--- config.mk ---
export PLATFORM = sky130hd
export DESIGN_NAME = out_ring_wrap
export DESIGN_NICKNAME = d
export VERILOG_FILES = /design/src/rtl/out_ring_wrap.sv
export SDC_FILE = /design/constraint.sdc
export NUM_CORES = 1
export LEC_CHECK = 0
export BUFFER_PORTS_ARGS = -buffer_cell sky130_fd_sc_hd__buf_2
export CELL_PAD_IN_SITES_DETAIL_PLACEMENT = 1
export CELL_PAD_IN_SITES_GLOBAL_PLACEMENT = 2
export CORE_MARGIN = 8
export CORE_UTILIZATION = 28
export DETAILED_ROUTE_END_ITERATION = 8
export MAX_ROUTING_LAYER = met4
export PLACE_DENSITY_LB_ADDON = 0.1
export SETUP_SLACK_MARGIN = 0.1
export SLEW_MARGIN = 30
export SYNTH_ARGS = -nofsm -noshare
export SYNTH_HDL_FRONTEND = slang
export SYNTH_SLANG_ARGS = --single-unit
--- constraint.sdc ---
create_clock -name clk -period 2 [get_ports clk]
set_clock_uncertainty 0.2 [all_clocks]
set_input_delay 0.2 -clock clk [delete_from_list [all_inputs] [get_ports clk]]
set_output_delay 0.2 -clock clk [all_outputs]
set_load 0.1 [all_outputs]
--- src/rtl/out_ring_wrap.sv ---
module out_ring_wrap #(
  parameter int N_OUT = 5,
  parameter logic [N_OUT-1:0] RING_MASK = 5'b10011
) (
  input  logic             clk,
  input  logic             rst_n,
  input  logic [N_OUT-1:0] core_out,
  output logic [N_OUT-1:0] dn_in,
  input  logic             scan_in,
  output logic             scan_out,
  input  logic             shift_en,
  input  logic             capture_en,
  input  logic             update_en,
  input  logic             test_mode
);

  function automatic int ring_count();
    int c = 0;
    for (int k = 0; k < N_OUT; k++) if (RING_MASK[k]) c++;
    return c;
  endfunction

  localparam int N_RING = ring_count();

  function automatic int chain_pos(int idx);
    int c = 0;
    for (int k = 0; k < idx; k++) if (RING_MASK[k] == RING_MASK[idx]) c++;
    return RING_MASK[idx] ? c : N_RING + c;
  endfunction

  logic [N_OUT-1:0] chain_q;
  logic [N_OUT-1:0] cap_vec;

  always_ff @(posedge clk or negedge rst_n)
    if (!rst_n)          chain_q <= '0;
    else if (shift_en)   chain_q <= {chain_q[N_OUT-2:0], scan_in};
    else if (capture_en) chain_q <= cap_vec;

  assign scan_out = chain_q[N_OUT-1];

  for (genvar i = 0; i < N_OUT; i++) begin : g_pos
    localparam int P = chain_pos(i);
    assign cap_vec[P] = core_out[i];
    if (RING_MASK[i]) begin : g_ring
      logic shadow_q;
      always_ff @(posedge clk or negedge rst_n)
        if (!rst_n)                     shadow_q <= 1'b0;
        else if (update_en && !shift_en) shadow_q <= chain_q[P];
      assign dn_in[i] = test_mode ? shadow_q : core_out[i];
    end else begin : g_obs
      assign dn_in[i] = core_out[i];
    end
  end

endmodule

* Yosys cells after proc, flatten, opt, wreduce, memory -nomap -nowiden *
Index checks and enable logic that the tools add are counted.

cells by class
  multiplexer cells = 5
  reduce and logical (&&, ||, !) cells = 3

operators by type and width
  operator            count
  5-bit 2-to-1 mux    2
  1-bit 2-to-1 mux    3
  2-bit nonzero test  1
  1-bit logical AND   1
  1-bit logical NOT   1

storage, ports and cells
  register bits = 8
  input port bits = 12
  output and inout port bits = 6
  word-level logic and storage cells = 12

* Depth between registers and ports, before layout *
Gate-level depths: netlist (run 1).

  depth in word-level cells = 2
  gate-level depth with buffers = 3
  mapped depth without buffers = 2

* Worst setup path before layout (run 1) *
No wires, ideal clock.

  path kind = reg-to-reg
  from = register chain_q[4] (netlist name)
  to = register chain_q[4]
  library setup time = 78 ps
  arrival = 1181 ps
  required time = 1722 ps
  setup slack = 542 ps
  stages on the path, launching flop included = 3
  path buffers = 0
  period minus slack after synthesis = 1458 ps
  cells stage by stage = dfrtp_1 -> mux2i_1 -> o21ai_1

RTL lines
  what                    line  source
  end signal: assignment  36    else if (shift_en) chain_q <= {chain_q[N_OUT-2:0], scan_in};
  end signal: assignment  37    else if (capture_en) chain_q <= cap_vec;
  end: declaration        31    logic [N_OUT-1:0] chain_q;

* Worst setup path after layout (run 1) *
  from = register g_pos[0].g_ring.shadow_q
  to = output port dn_in[0]

on the way
  longest elaborated chain between the ends = 1

RTL lines
  what                      line  source
  start: declaration        45    logic shadow_q;
  start signal: assignment  48    else if (update_en && !shift_en) shadow_q <= chain_q[P];
  1-bit 2-to-1 mux          49    assign dn_in[i] = test_mode ? shadow_q : core_out[i];
  end: declaration          8     output logic [N_OUT-1:0] dn_in,

No other way between the ends.

==> impl_metrics.xml, run 1 <==
<?xml version="1.0" encoding="UTF-8"?>
<metrics>
  <group name="status">
    <metric name="status" unit="">finished, final reports clean</metric>
  </group>
  <group name="clocking">
    <metric name="cts_buffers" unit="">3</metric>
    <metric name="clkLatencyLatePin" unit="ps">250</metric>
    <metric name="cts_setup_buffers" unit="">0</metric>
    <metric name="cts.root.buffer_cell" unit="">clkbuf_4</metric>
    <metric name="cts-hold-fix-buffers" unit="">2</metric>
    <metric name="clock_sinks" unit="">8</metric>
    <metric name="ctsHtreeMaxLevel" unit="">1</metric>
    <metric name="tritoncts" unit="">built</metric>
    <metric name="cts-root-to-sink-buffers" unit="">2</metric>
    <metric name="cts_resized" unit="">0</metric>
    <metric name="clkSlewWorstSetupHoldPaths" unit="ps">50</metric>
  </group>
  <group name="placement">
    <metric name="dpl_cell_area" unit="sq um">492</metric>
    <metric name="preCtsSetupSlack" unit="ps">638</metric>
    <metric name="io_buffers" unit="">17</metric>
    <metric name="gp_routability_congestion" unit="">0.720</metric>
  </group>
  <group name="setup_path">
    <metric name="cp-start-kind" unit="">flip-flop</metric>
    <metric name="path_max_fanout" unit="">2</metric>
    <metric name="r2r_start" unit="">chain_q[0]</metric>
    <metric name="critPathLaunch" unit="">g_pos[0].g_ring.shadow_q</metric>
    <metric name="endpoint_kind" unit="">output pin</metric>
    <metric name="worst-setup-path-type" unit="">reg -&gt; out</metric>
    <metric name="cp_data_arrival_time" unit="ps">1230</metric>
    <metric name="timing.critical_path.required" unit="ps">1600</metric>
  </group>
  <group name="routing">
    <metric name="finalWirelength" unit="microns">1080</metric>
    <metric name="post-route-drc-count" unit="">0</metric>
    <metric name="route.antenna.remaining_nets" unit="">0</metric>
    <metric name="route.vias.total" unit="">324</metric>
    <metric name="wl_per_cell" unit="microns">15.8</metric>
    <metric name="detailedRoute.firstIterationViolations" unit="">2</metric>
    <metric name="detail_route.first_pass.iterations" unit="">3</metric>
    <metric name="drt-vias-per-instance" unit="">4.76</metric>
  </group>
  <group name="logic_synthesis">
    <metric name="synthCells" unit="">34</metric>
    <metric name="synth_top_cells_by_area" unit="">dfrtp_1 48%, mux2i_1 12%, mux2_4 11%</metric>
    <metric name="synth_seq_area_share" unit="%">48.3</metric>
    <metric name="number_of_storage_elements_in_the_synthesis_netlist" unit="">8</metric>
    <metric name="synth.avg_cell_area" unit="sq um">12.2</metric>
    <metric name="synthDominantAreaCellType" unit="">dfrtp_1</metric>
    <metric name="syn-cell-area" unit="sq um">414</metric>
    <metric name="synth.top_cell.area_share" unit="%">48.3</metric>
    <metric name="ys_warn_count" unit="">0</metric>
    <metric name="synth.net_count" unit="">46</metric>
    <metric name="yosys.cell_types.count" unit="">9</metric>
  </group>
  <group name="finish">
    <metric name="area_delta_synth_final" unit="%">29.0</metric>
    <metric name="layout.cell_area.non_filler" unit="sq um">534</metric>
    <metric name="final_layout_size_suffix_gt1_share" unit="%">46.2</metric>
    <metric name="nFillCells" unit="">174</metric>
    <metric name="final_stage_net_count" unit="">66</metric>
    <metric name="num_antenna_cells" unit="">0</metric>
  </group>
  <group name="global_routing">
    <metric name="grt_first_pass_wirelength" unit="microns">1730</metric>
    <metric name="grt_max_degree" unit="">12</metric>
    <metric name="globalRoute.totalOverflow" unit="">0</metric>
    <metric name="first_global_vias" unit="">376</metric>
    <metric name="globalRouteTotalUtil" unit="%">8.56</metric>
    <metric name="antenna_found_initial" unit="">0</metric>
  </group>
  <group name="timing">
    <metric name="rsz0062_at_grt" unit="">false</metric>
    <metric name="timing_max_transition_violations_final" unit="">0</metric>
    <metric name="max-slew-margin-rel" unit="%">67.6</metric>
    <metric name="timing.fmax" unit="GHz">0.614</metric>
    <metric name="worst_pin_slew" unit="ps">490</metric>
    <metric name="final_min_period_over_clock_period" unit="%">81.4</metric>
    <metric name="whs" unit="ps">52.6</metric>
    <metric name="setup_total_negative_slack" unit="ps">0</metric>
    <metric name="final_critical_path_setup_slack" unit="ps">371</metric>
    <metric name="final.min_clock_period" unit="ps">1630</metric>
    <metric name="setup_viol" unit="">0</metric>
    <metric name="final_hold_fails" unit="">0</metric>
  </group>
  <group name="power_and_ir_drop">
    <metric name="power_frac_seq" unit="%">39.4</metric>
    <metric name="sw_share" unit="%">40.2</metric>
    <metric name="total_switching_power" unit="W">0.000207</metric>
    <metric name="p_int" unit="W">0.000307</metric>
    <metric name="power_frac_comb" unit="%">37.2</metric>
    <metric name="vdd.ir_drop.worst" unit="V">0.000271</metric>
    <metric name="clock_power_share" unit="%">23.4</metric>
    <metric name="total_leakage_power" unit="nW">0.282</metric>
    <metric name="cellPowerDensity" unit="mW/mm^2">962</metric>
  </group>
  <group name="worst_hold_path">
    <metric name="holdCritPathClass" unit="">in -&gt; reg</metric>
    <metric name="timing.hold.worst.start" unit="">core_out[1]</metric>
  </group>
  <group name="floorplan">
    <metric name="area_inside_the_core_boundary" unit="sq mm">0.00145</metric>
    <metric name="die_w" unit="microns">54.5</metric>
    <metric name="floorplan_die_area" unit="sq mm">0.00297</metric>
    <metric name="dieHeight" unit="microns">54.5</metric>
    <metric name="std_cell_rows" unit="">14</metric>
    <metric name="initial_cell_density_of_the_core" unit="%">28.5</metric>
    <metric name="top_level_ports" unit="">18</metric>
  </group>
  <group name="flow_run">
    <metric name="timing.max_cap.violations" unit="">0</metric>
  </group>
</metrics>
==> synth_stat cells <==
cell type  instances
buf_4              3
mux2_4             3
nand2b_4           1
o21ai_1            5
buf_2              1
mux2i_1            5
mux2_1             3
dfrtp_1            8
nand2_1            5
==> worst max-delay path: stages, from the launching register on <==
cell,delay (ps)
dfrtp_1,380
mux2_1,300
buf_2,300
==> power groups by stage <==
stage	clock [W]	sequential (W)	combinational [W]
detailed placement	0	0.000205	0.000190
floorplan	0	0.000218	0.000139
global placement	0	0.000202	0.000188
global route	0.000138	0.000205	0.000201
CTS	0.000131	0.000202	0.000194
finish	0.000121	0.000203	0.000191
==> state kept, by name, summed over array words and instances (netlist names) <==
name / cells
chain_q: 5
g_pos.g_ring.shadow_q: 3
==> cell usage in the layout (no fill, tap or decap) <==
cell type      synthesis  layout
buf_2                  1      17
clkbuf_4               0       3
dfrtp_1                8       8
dlygate4sd3_1          0       2
mux2_1                 3       3
mux2_4                 3       3
mux2i_1                5       5
nand2_1                5       5
nand2b_4               1       1
o21ai_1                5       5
==> final timing paths <==
check	to	slack, ps	cells after the start
worst max-delay path	dn_in[0]	370	2
worst min-delay path	chain_q[1]	50	3
worst max register to register	g_pos[0].g_ring.shadow_q	1010	1
worst min register to register	chain_q[4]	310	2
max in group asynchronous	chain_q[0]	1300	2
min in group asynchronous	g_pos[0].g_ring.shadow_q	120	2
==> stage by stage <==
stage / instances / utilization [%] / power [W]
after floorplan: 34 / - / 0.000357
after global placement: 63 / 33.8 / 0.000390
after detailed placement: 63 / 33.8 / 0.000395
after CTS: 68 / 36.7 / 0.000527
after global routing: 68 / 36.7 / 0.000544
final: 68 / 36.7 / 0.000514
==> cells by family (layout without fill, tap and decap cells) <==
family	count (synthesis)	after routing	share of synthesized area [%]
buffers and inverters	4	22	6.64
multiplexers	11	11	31.1
flip-flops	8	8	48.3
AND/OR/NAND/NOR	6	6	7.85
AO/OA/AOI/OAI	5	5	6.04
==> cell type report <==
cell class	instances	area (sq um)	share of cell area, %
Clock buffer	3	22.5	4.22
Multi-Input combinational cell	22	186	34.9
Sequential cell	8	200	37.5
Tap cell	16	20.0	3.75
Timing Repair Buffer	19	105	19.7
==> layer usage <==
| metal | global-route usage, % | up-vias | share of wire [%] |
|---|---|---|---|
| met5 | - | - | 0 |
| met4 | 3.69 | 0 | 0 |
| met3 | 3.53 | 0 | 11 |
| met2 | 12.4 | 14 | 44 |
| met1 | 10.2 | 158 | 45 |
| li1 | - | 152 | - |
Power figures use the tool's default switching activity.
==> run 2, diff against run 1 <==
Settings changed: CORE_UTILIZATION 28 to 23.
Clock period 2 ns to 1.4 ns, I/O delays scaled along.
==> impl_metrics.xml, run 2 (same netlist as run 1, synthesis figures left out) <==
<?xml version="1.0" encoding="UTF-8"?>
<metrics>
  <group name="setup_path">
    <metric name="cp-start-kind" unit="">flip-flop</metric>
    <metric name="critical_path_cell_with_the_highest_stage_delay" unit="">dfrtp_1</metric>
    <metric name="crit_buf_inv" unit="">1</metric>
    <metric name="timing.critical_path.required" unit="ps">1060</metric>
    <metric name="endpoint_kind" unit="">output pin</metric>
    <metric name="cp_data_arrival_time" unit="ps">1100</metric>
    <metric name="critical-path-top-delay-family" unit="">flip-flops</metric>
    <metric name="worst-setup-path-type" unit="">reg -&gt; out</metric>
    <metric name="cp_cell_sequence" unit="">mux2_4 &gt; buf_12</metric>
    <metric name="timing.critical_path.slowest_cell_delay" unit="ps">380</metric>
    <metric name="path_max_fanout" unit="">2</metric>
  </group>
  <group name="timing">
    <metric name="final_min_period_over_clock_period" unit="%">103</metric>
    <metric name="max-slew-margin-rel" unit="%">67.4</metric>
    <metric name="timing.fmax" unit="GHz">0.697</metric>
    <metric name="timing_max_transition_violations_final" unit="">0</metric>
    <metric name="final_critical_path_setup_slack" unit="ps">-35.3</metric>
    <metric name="worst_pin_slew" unit="ps">492</metric>
    <metric name="final_hold_fails" unit="">0</metric>
    <metric name="rsz0062_at_grt" unit="">true</metric>
    <metric name="final.min_clock_period" unit="ps">1440</metric>
    <metric name="setup_total_negative_slack" unit="ps">-79.9</metric>
    <metric name="setup_viol" unit="">3</metric>
  </group>
  <group name="clocking">
    <metric name="cts.root.buffer_cell" unit="">clkbuf_4</metric>
    <metric name="clkSlewWorstSetupHoldPaths" unit="ps">60</metric>
    <metric name="cts-root-to-sink-buffers" unit="">2</metric>
    <metric name="tritoncts" unit="">built</metric>
    <metric name="cts_buffers" unit="">3</metric>
    <metric name="ctsHtreeMaxLevel" unit="">1</metric>
    <metric name="clock_sinks" unit="">8</metric>
    <metric name="clkLatencyLatePin" unit="ps">260</metric>
  </group>
  <group name="floorplan">
    <metric name="floorplan_die_area" unit="sq mm">0.00341</metric>
    <metric name="initial_cell_density_of_the_core" unit="%">24.2</metric>
    <metric name="top_level_ports" unit="">18</metric>
    <metric name="std_cell_rows" unit="">15</metric>
    <metric name="area_inside_the_core_boundary" unit="sq mm">0.00171</metric>
    <metric name="dieHeight" unit="microns">58.4</metric>
    <metric name="die_w" unit="microns">58.4</metric>
  </group>
  <group name="finish">
    <metric name="mostFrequentLayoutCells" unit="">13 x buf_2, 7 x dfrtp_1, 7 x dlygate4sd3_1</metric>
    <metric name="num_antenna_cells" unit="">0</metric>
    <metric name="largestRegisters" unit="">chain_q: 5 flops, g_pos.g_ring.shadow_q: 3 flops</metric>
    <metric name="largest_register_ffs" unit="">5</metric>
    <metric name="instances_no_fill" unit="">86</metric>
    <metric name="area_delta_synth_final" unit="%">67.7</metric>
    <metric name="final_layout_size_suffix_gt1_share" unit="%">50.8</metric>
    <metric name="final_stage_net_count" unit="">74</metric>
    <metric name="mostFrequentLayoutCell" unit="">buf_2</metric>
    <metric name="largest-register" unit="">chain_q</metric>
    <metric name="nFillCells" unit="">205</metric>
  </group>
  <group name="routing">
    <metric name="finalWirelength" unit="microns">1220</metric>
    <metric name="wl_per_cell" unit="microns">14.2</metric>
    <metric name="drt-vias-per-instance" unit="">4.20</metric>
    <metric name="post-route-drc-count" unit="">0</metric>
    <metric name="route.antenna.remaining_nets" unit="">0</metric>
    <metric name="route.vias.total" unit="">361</metric>
    <metric name="detail_route.first_pass.iterations" unit="">3</metric>
    <metric name="detailedRoute.firstIterationViolations" unit="">2</metric>
  </group>
  <group name="global_routing">
    <metric name="grt_first_pass_wirelength" unit="microns">2130</metric>
    <metric name="globalRouteTotalUtil" unit="%">8.54</metric>
    <metric name="first_global_vias" unit="">463</metric>
    <metric name="globalRoute.totalOverflow" unit="">0</metric>
    <metric name="antenna_found_initial" unit="">0</metric>
    <metric name="grt_max_degree" unit="">12</metric>
  </group>
  <group name="status">
    <metric name="violations" unit="">negative setup slack</metric>
    <metric name="status" unit="">finished, violations left</metric>
  </group>
  <group name="power_and_ir_drop">
    <metric name="vdd.ir_drop.worst" unit="V">0.000564</metric>
    <metric name="power_frac_comb" unit="%">43.7</metric>
    <metric name="sw_share" unit="%">37.8</metric>
    <metric name="power_frac_seq" unit="%">33.2</metric>
    <metric name="p_int" unit="W">0.000545</metric>
    <metric name="cellPowerDensity" unit="mW/mm^2">1260</metric>
    <metric name="clock_power_share" unit="%">23.1</metric>
    <metric name="total_switching_power" unit="W">0.000331</metric>
    <metric name="total_leakage_power" unit="nW">0.349</metric>
  </group>
  <group name="placement">
    <metric name="io_buffers" unit="">17</metric>
    <metric name="dp.final_hpwl" unit="microns">865</metric>
    <metric name="place_inst" unit="">72</metric>
    <metric name="gp_routability_congestion" unit="">0.696</metric>
  </group>
  <group name="flow_run">
    <metric name="timing.max_cap.violations" unit="">0</metric>
  </group>
  <group name="worst_hold_path">
    <metric name="holdCritPathClass" unit="">in -&gt; reg</metric>
  </group>
</metrics>
[run 2: layout make-up]
type	instances	area [sq um]	area share (%)
clock buffers	4	26.3	3.78
multi-input cells	22	198	28.5
flip-flops and latches	8	201	29.0
repair buffers	27	238	34.2
well taps	25	31.3	4.50
[run 2: power by group through the flow]
| stage | Combinational (W) | Clock, W | Sequential, W |
|---|---|---|---|
| 2_1_floorplan | 0.000202 | 0 | 0.000312 |
| 3_3_place_gp | 0.000299 | 0 | 0.000290 |
| 3_5_place_dp | 0.000302 | 0 | 0.000294 |
| 4_1_cts | 0.000368 | 0.000212 | 0.000290 |
| 5_1_grt | 0.000404 | 0.000218 | 0.000296 |
| 6_report | 0.000383 | 0.000202 | 0.000291 |
[run 2: worst paths after layout]
| path | startpoint | end | slack, ps | cells past startpoint |
|---|---|---|---|---|
| hold / removal | shift_en | chain_q[4] | 8 | 3 |
| max in group asynchronous | rst_n | chain_q[4] | 760 | 2 |
| setup / recovery | g_pos[0].g_ring.shadow_q | dn_in[0] | -40 | 2 |
| setup reg to reg | g_pos[4].g_ring.shadow_q | g_pos[4].g_ring.shadow_q | 220 | 3 |
| min in group asynchronous | rst_n | g_pos[0].g_ring.shadow_q | 50 | 2 |
| hold reg to reg | chain_q[3] | chain_q[4] | 300 | 2 |
[run 2: what timing repair did]
action | in CTS | in global routing
buffers inserted | 1 | 2
hold endpoints to repair | 13 | 0
gates resized for setup | 11 | 0
hold buffers | 7 | 0
endpoints found under the setup margin | 3 | 3
[run 2: per-stage QoR]
step | area, sq um | hold WS, ps | util (%) | power [W] | setup WS [ps]
3_5_place_dp | 534 | -204 | 31.3 | 0.000595 | 147
4_1_cts | 679 | 0.276 | 39.8 | 0.000870 | -47.9
5_1_grt | 694 | 30.4 | 40.7 | 0.000919 | -60.9
2_1_floorplan | 415 | -356 | - | 0.000514 | 218
6_report | 694 | 8.27 | 40.7 | 0.000876 | -35.3
3_3_place_gp | 534 | -210 | 31.3 | 0.000589 | 162
[run 2: routing by layer]
layer | global-route usage [%] | part of all wire (%) | vias to the layer above
met1 | 8.52 | 40 | 173
met5 | - | 0 | -
met4 | 5.24 | 2.6 | 0
li1 | - | - | 167
met2 | 14.0 | 50 | 17
met3 | 3.04 | 7.9 | 4
[run 2: worst reg2reg max path: stages, from the launching register on]
cell and delay [ps]:
dfrtp_1 380, buf_4 130, buf_4 120, mux2_4 240
==> run 3, diff against run 2 <==
Settings changed: PLACE_DENSITY set to 0.76, PLACE_DENSITY_LB_ADDON 0.1 to unset.
==> impl_metrics.xml, run 3 (same netlist as run 1, synthesis figures left out) <==
<?xml version="1.0" encoding="UTF-8"?>
<metrics>
  <group name="clocking">
    <metric name="cts.root.buffer_cell" unit="">clkbuf_4</metric>
    <metric name="clkLatencyLatePin" unit="ps">260</metric>
    <metric name="clock_sinks" unit="">8</metric>
    <metric name="tritoncts" unit="">built</metric>
    <metric name="ctsHtreeMaxLevel" unit="">1</metric>
    <metric name="clkSlewWorstSetupHoldPaths" unit="ps">50</metric>
    <metric name="cts-root-to-sink-buffers" unit="">2</metric>
    <metric name="cts_buffers" unit="">3</metric>
  </group>
  <group name="global_routing">
    <metric name="grt_max_degree" unit="">9</metric>
    <metric name="grt_first_pass_wirelength" unit="microns">2160</metric>
    <metric name="first_global_vias" unit="">453</metric>
    <metric name="antenna_found_initial" unit="">0</metric>
    <metric name="globalRoute.totalOverflow" unit="">0</metric>
    <metric name="globalRouteTotalUtil" unit="%">9.00</metric>
  </group>
  <group name="setup_path">
    <metric name="worst-setup-path-type" unit="">reg -&gt; out</metric>
    <metric name="crit_buf_inv" unit="">1</metric>
    <metric name="cp_cell_sequence" unit="">mux2_4 &gt; buf_12</metric>
    <metric name="cp-start-kind" unit="">flip-flop</metric>
    <metric name="timing.critical_path.required" unit="ps">1060</metric>
    <metric name="timing.critical_path.slowest_cell_delay" unit="ps">380</metric>
    <metric name="critical_path_cell_with_the_highest_stage_delay" unit="">dfrtp_1</metric>
    <metric name="critPathLaunch" unit="">g_pos[0].g_ring.shadow_q</metric>
    <metric name="endpoint_kind" unit="">output pin</metric>
    <metric name="cp_data_arrival_time" unit="ps">1090</metric>
    <metric name="critical-path-top-delay-family" unit="">flip-flops</metric>
    <metric name="path_max_fanout" unit="">2</metric>
    <metric name="r2r_start" unit="">g_pos[0].g_ring.shadow_q</metric>
  </group>
  <group name="status">
    <metric name="violations" unit="">negative hold slack, negative setup slack</metric>
    <metric name="status" unit="">finished, violations left</metric>
  </group>
  <group name="routing">
    <metric name="dr_wl_met3" unit="microns">29</metric>
    <metric name="drt-vias-per-instance" unit="">4.13</metric>
    <metric name="route.antenna.remaining_nets" unit="">0</metric>
    <metric name="detail_route.first_pass.iterations" unit="">1</metric>
    <metric name="top_layer" unit="">met4</metric>
    <metric name="finalWirelength" unit="microns">1240</metric>
    <metric name="detailedRoute.firstIterationViolations" unit="">0</metric>
    <metric name="post-route-drc-count" unit="">0</metric>
    <metric name="m1WireLength" unit="microns">499</metric>
    <metric name="met2RoutedLength" unit="microns">694</metric>
    <metric name="wl_per_cell" unit="microns">14.0</metric>
    <metric name="route.vias.total" unit="">363</metric>
  </group>
  <group name="power_and_ir_drop">
    <metric name="total_leakage_power" unit="nW">0.358</metric>
    <metric name="vdd.ir_drop.worst" unit="V">0.000690</metric>
    <metric name="cellPowerDensity" unit="mW/mm^2">1240</metric>
  </group>
  <group name="worst_hold_path">
    <metric name="timing.hold.worst.start" unit="">core_out[1]</metric>
    <metric name="holdCritPathClass" unit="">in -&gt; reg</metric>
  </group>
  <group name="timing">
    <metric name="final_critical_path_setup_slack" unit="ps">-30.1</metric>
    <metric name="whs" unit="ps">-3.70</metric>
    <metric name="setup_total_negative_slack" unit="ps">-42.3</metric>
    <metric name="worst_pin_slew" unit="ps">495</metric>
    <metric name="final_hold_fails" unit="">1</metric>
    <metric name="setup_viol" unit="">3</metric>
    <metric name="final_min_period_over_clock_period" unit="%">102</metric>
    <metric name="timing_max_transition_violations_final" unit="">0</metric>
    <metric name="rsz0062_at_grt" unit="">true</metric>
    <metric name="final.min_clock_period" unit="ps">1430</metric>
    <metric name="max-slew-margin-rel" unit="%">67.2</metric>
    <metric name="timing.fmax" unit="GHz">0.699</metric>
  </group>
  <group name="floorplan">
    <metric name="area_inside_the_core_boundary" unit="sq mm">0.00171</metric>
    <metric name="floorplan_die_area" unit="sq mm">0.00341</metric>
    <metric name="die_w" unit="microns">58.4</metric>
    <metric name="dieHeight" unit="microns">58.4</metric>
    <metric name="std_cell_rows" unit="">15</metric>
    <metric name="initial_cell_density_of_the_core" unit="%">24.2</metric>
    <metric name="top_level_ports" unit="">18</metric>
  </group>
  <group name="finish">
    <metric name="nFillCells" unit="">184</metric>
    <metric name="largestRegisters" unit="">chain_q: 5 flops, g_pos.g_ring.shadow_q: 3 flops</metric>
    <metric name="final_stage_net_count" unit="">76</metric>
    <metric name="final_layout_size_suffix_gt1_share" unit="%">50.8</metric>
    <metric name="area_delta_synth_final" unit="%">71.9</metric>
    <metric name="mostFrequentLayoutCells" unit="">13 x buf_2, 8 x dlygate4sd3_1, 7 x dfrtp_1</metric>
    <metric name="final-seq-area" unit="sq um">201</metric>
    <metric name="largest-register" unit="">chain_q</metric>
    <metric name="largest_register_ffs" unit="">5</metric>
    <metric name="mostFrequentLayoutCell" unit="">buf_2</metric>
    <metric name="num_antenna_cells" unit="">0</metric>
    <metric name="multi_input_comb_area" unit="sq um">198</metric>
    <metric name="postLayoutCoreUtil" unit="%">41.7</metric>
  </group>
  <group name="flow_run">
    <metric name="timing.max_cap.violations" unit="">0</metric>
  </group>
  <group name="placement">
    <metric name="gp_routability_congestion" unit="">0.693</metric>
    <metric name="io_buffers" unit="">17</metric>
  </group>
</metrics>
[run 3: path summary, 6_finish.rpt]
path                                            endpoint  slack, ps  depth (start not counted)
worst min-delay path                          chain_q[1]         -4                          3
worst max-delay path                            dn_in[0]        -30                          2
worst max register to register  g_pos[0].g_ring.shadow_q        210                          3
min in group asynchronous                     chain_q[3]         40                          2
max in group asynchronous                     chain_q[4]        770                          2
worst min register to register                chain_q[4]        310                          2
[run 3: repair_timing]
item	in CTS	in global routing
setup buffers	3	1
hold buffers	8	0
gates resized for setup	11	0
pin swaps	0	0
hold endpoints to repair	12	0
setup endpoints to repair	3	3
[run 3: stage by stage]
stage | worst slack (ps) | instance area (sq um) | hold slack (ps) | std cells | power, W
finish | -30.1 | 712 | -3.70 | 88 | 0.000884
detailed placement | 137 | 534 | -204 | 72 | 0.000595
CTS | -24.4 | 704 | 1.43 | 87 | 0.000878
floorplan | 218 | 415 | -356 | 34 | 0.000514
global placement | 147 | 534 | -209 | 72 | 0.000591
global route | -70.1 | 712 | 32.7 | 88 | 0.000929
[run 3: layer usage]
layer	up-vias	global-route usage, %
met2	7	14.8
met3	2	1.96
li1	176	-
met5	-	-
met1	178	9.03
met4	0	7.34
[run 3: area by class of cell]
cell class	instances	area share [%]
repair buffers	29	35.9
flip-flops and latches	8	28.3
multi-input cells	22	27.8
well taps	25	4.39
clock buffers	4	3.69
[run 3: worst register-to-register path: cells and delay by family, from the launching register on]
kind | cells | cell delay (ps)
multiplexers | 1 | 240
buffers and inverters | 2 | 250
flip-flops | 1 | 380
[run 3: report_power, final]
group,internal (W),total (W),switching [W]
registers,0.000266,0.000289,0.0000230
clock network,0.000110,0.000199,0.0000894
logic,0.000177,0.000396,0.000219
total,0.000553,0.000884,0.000331
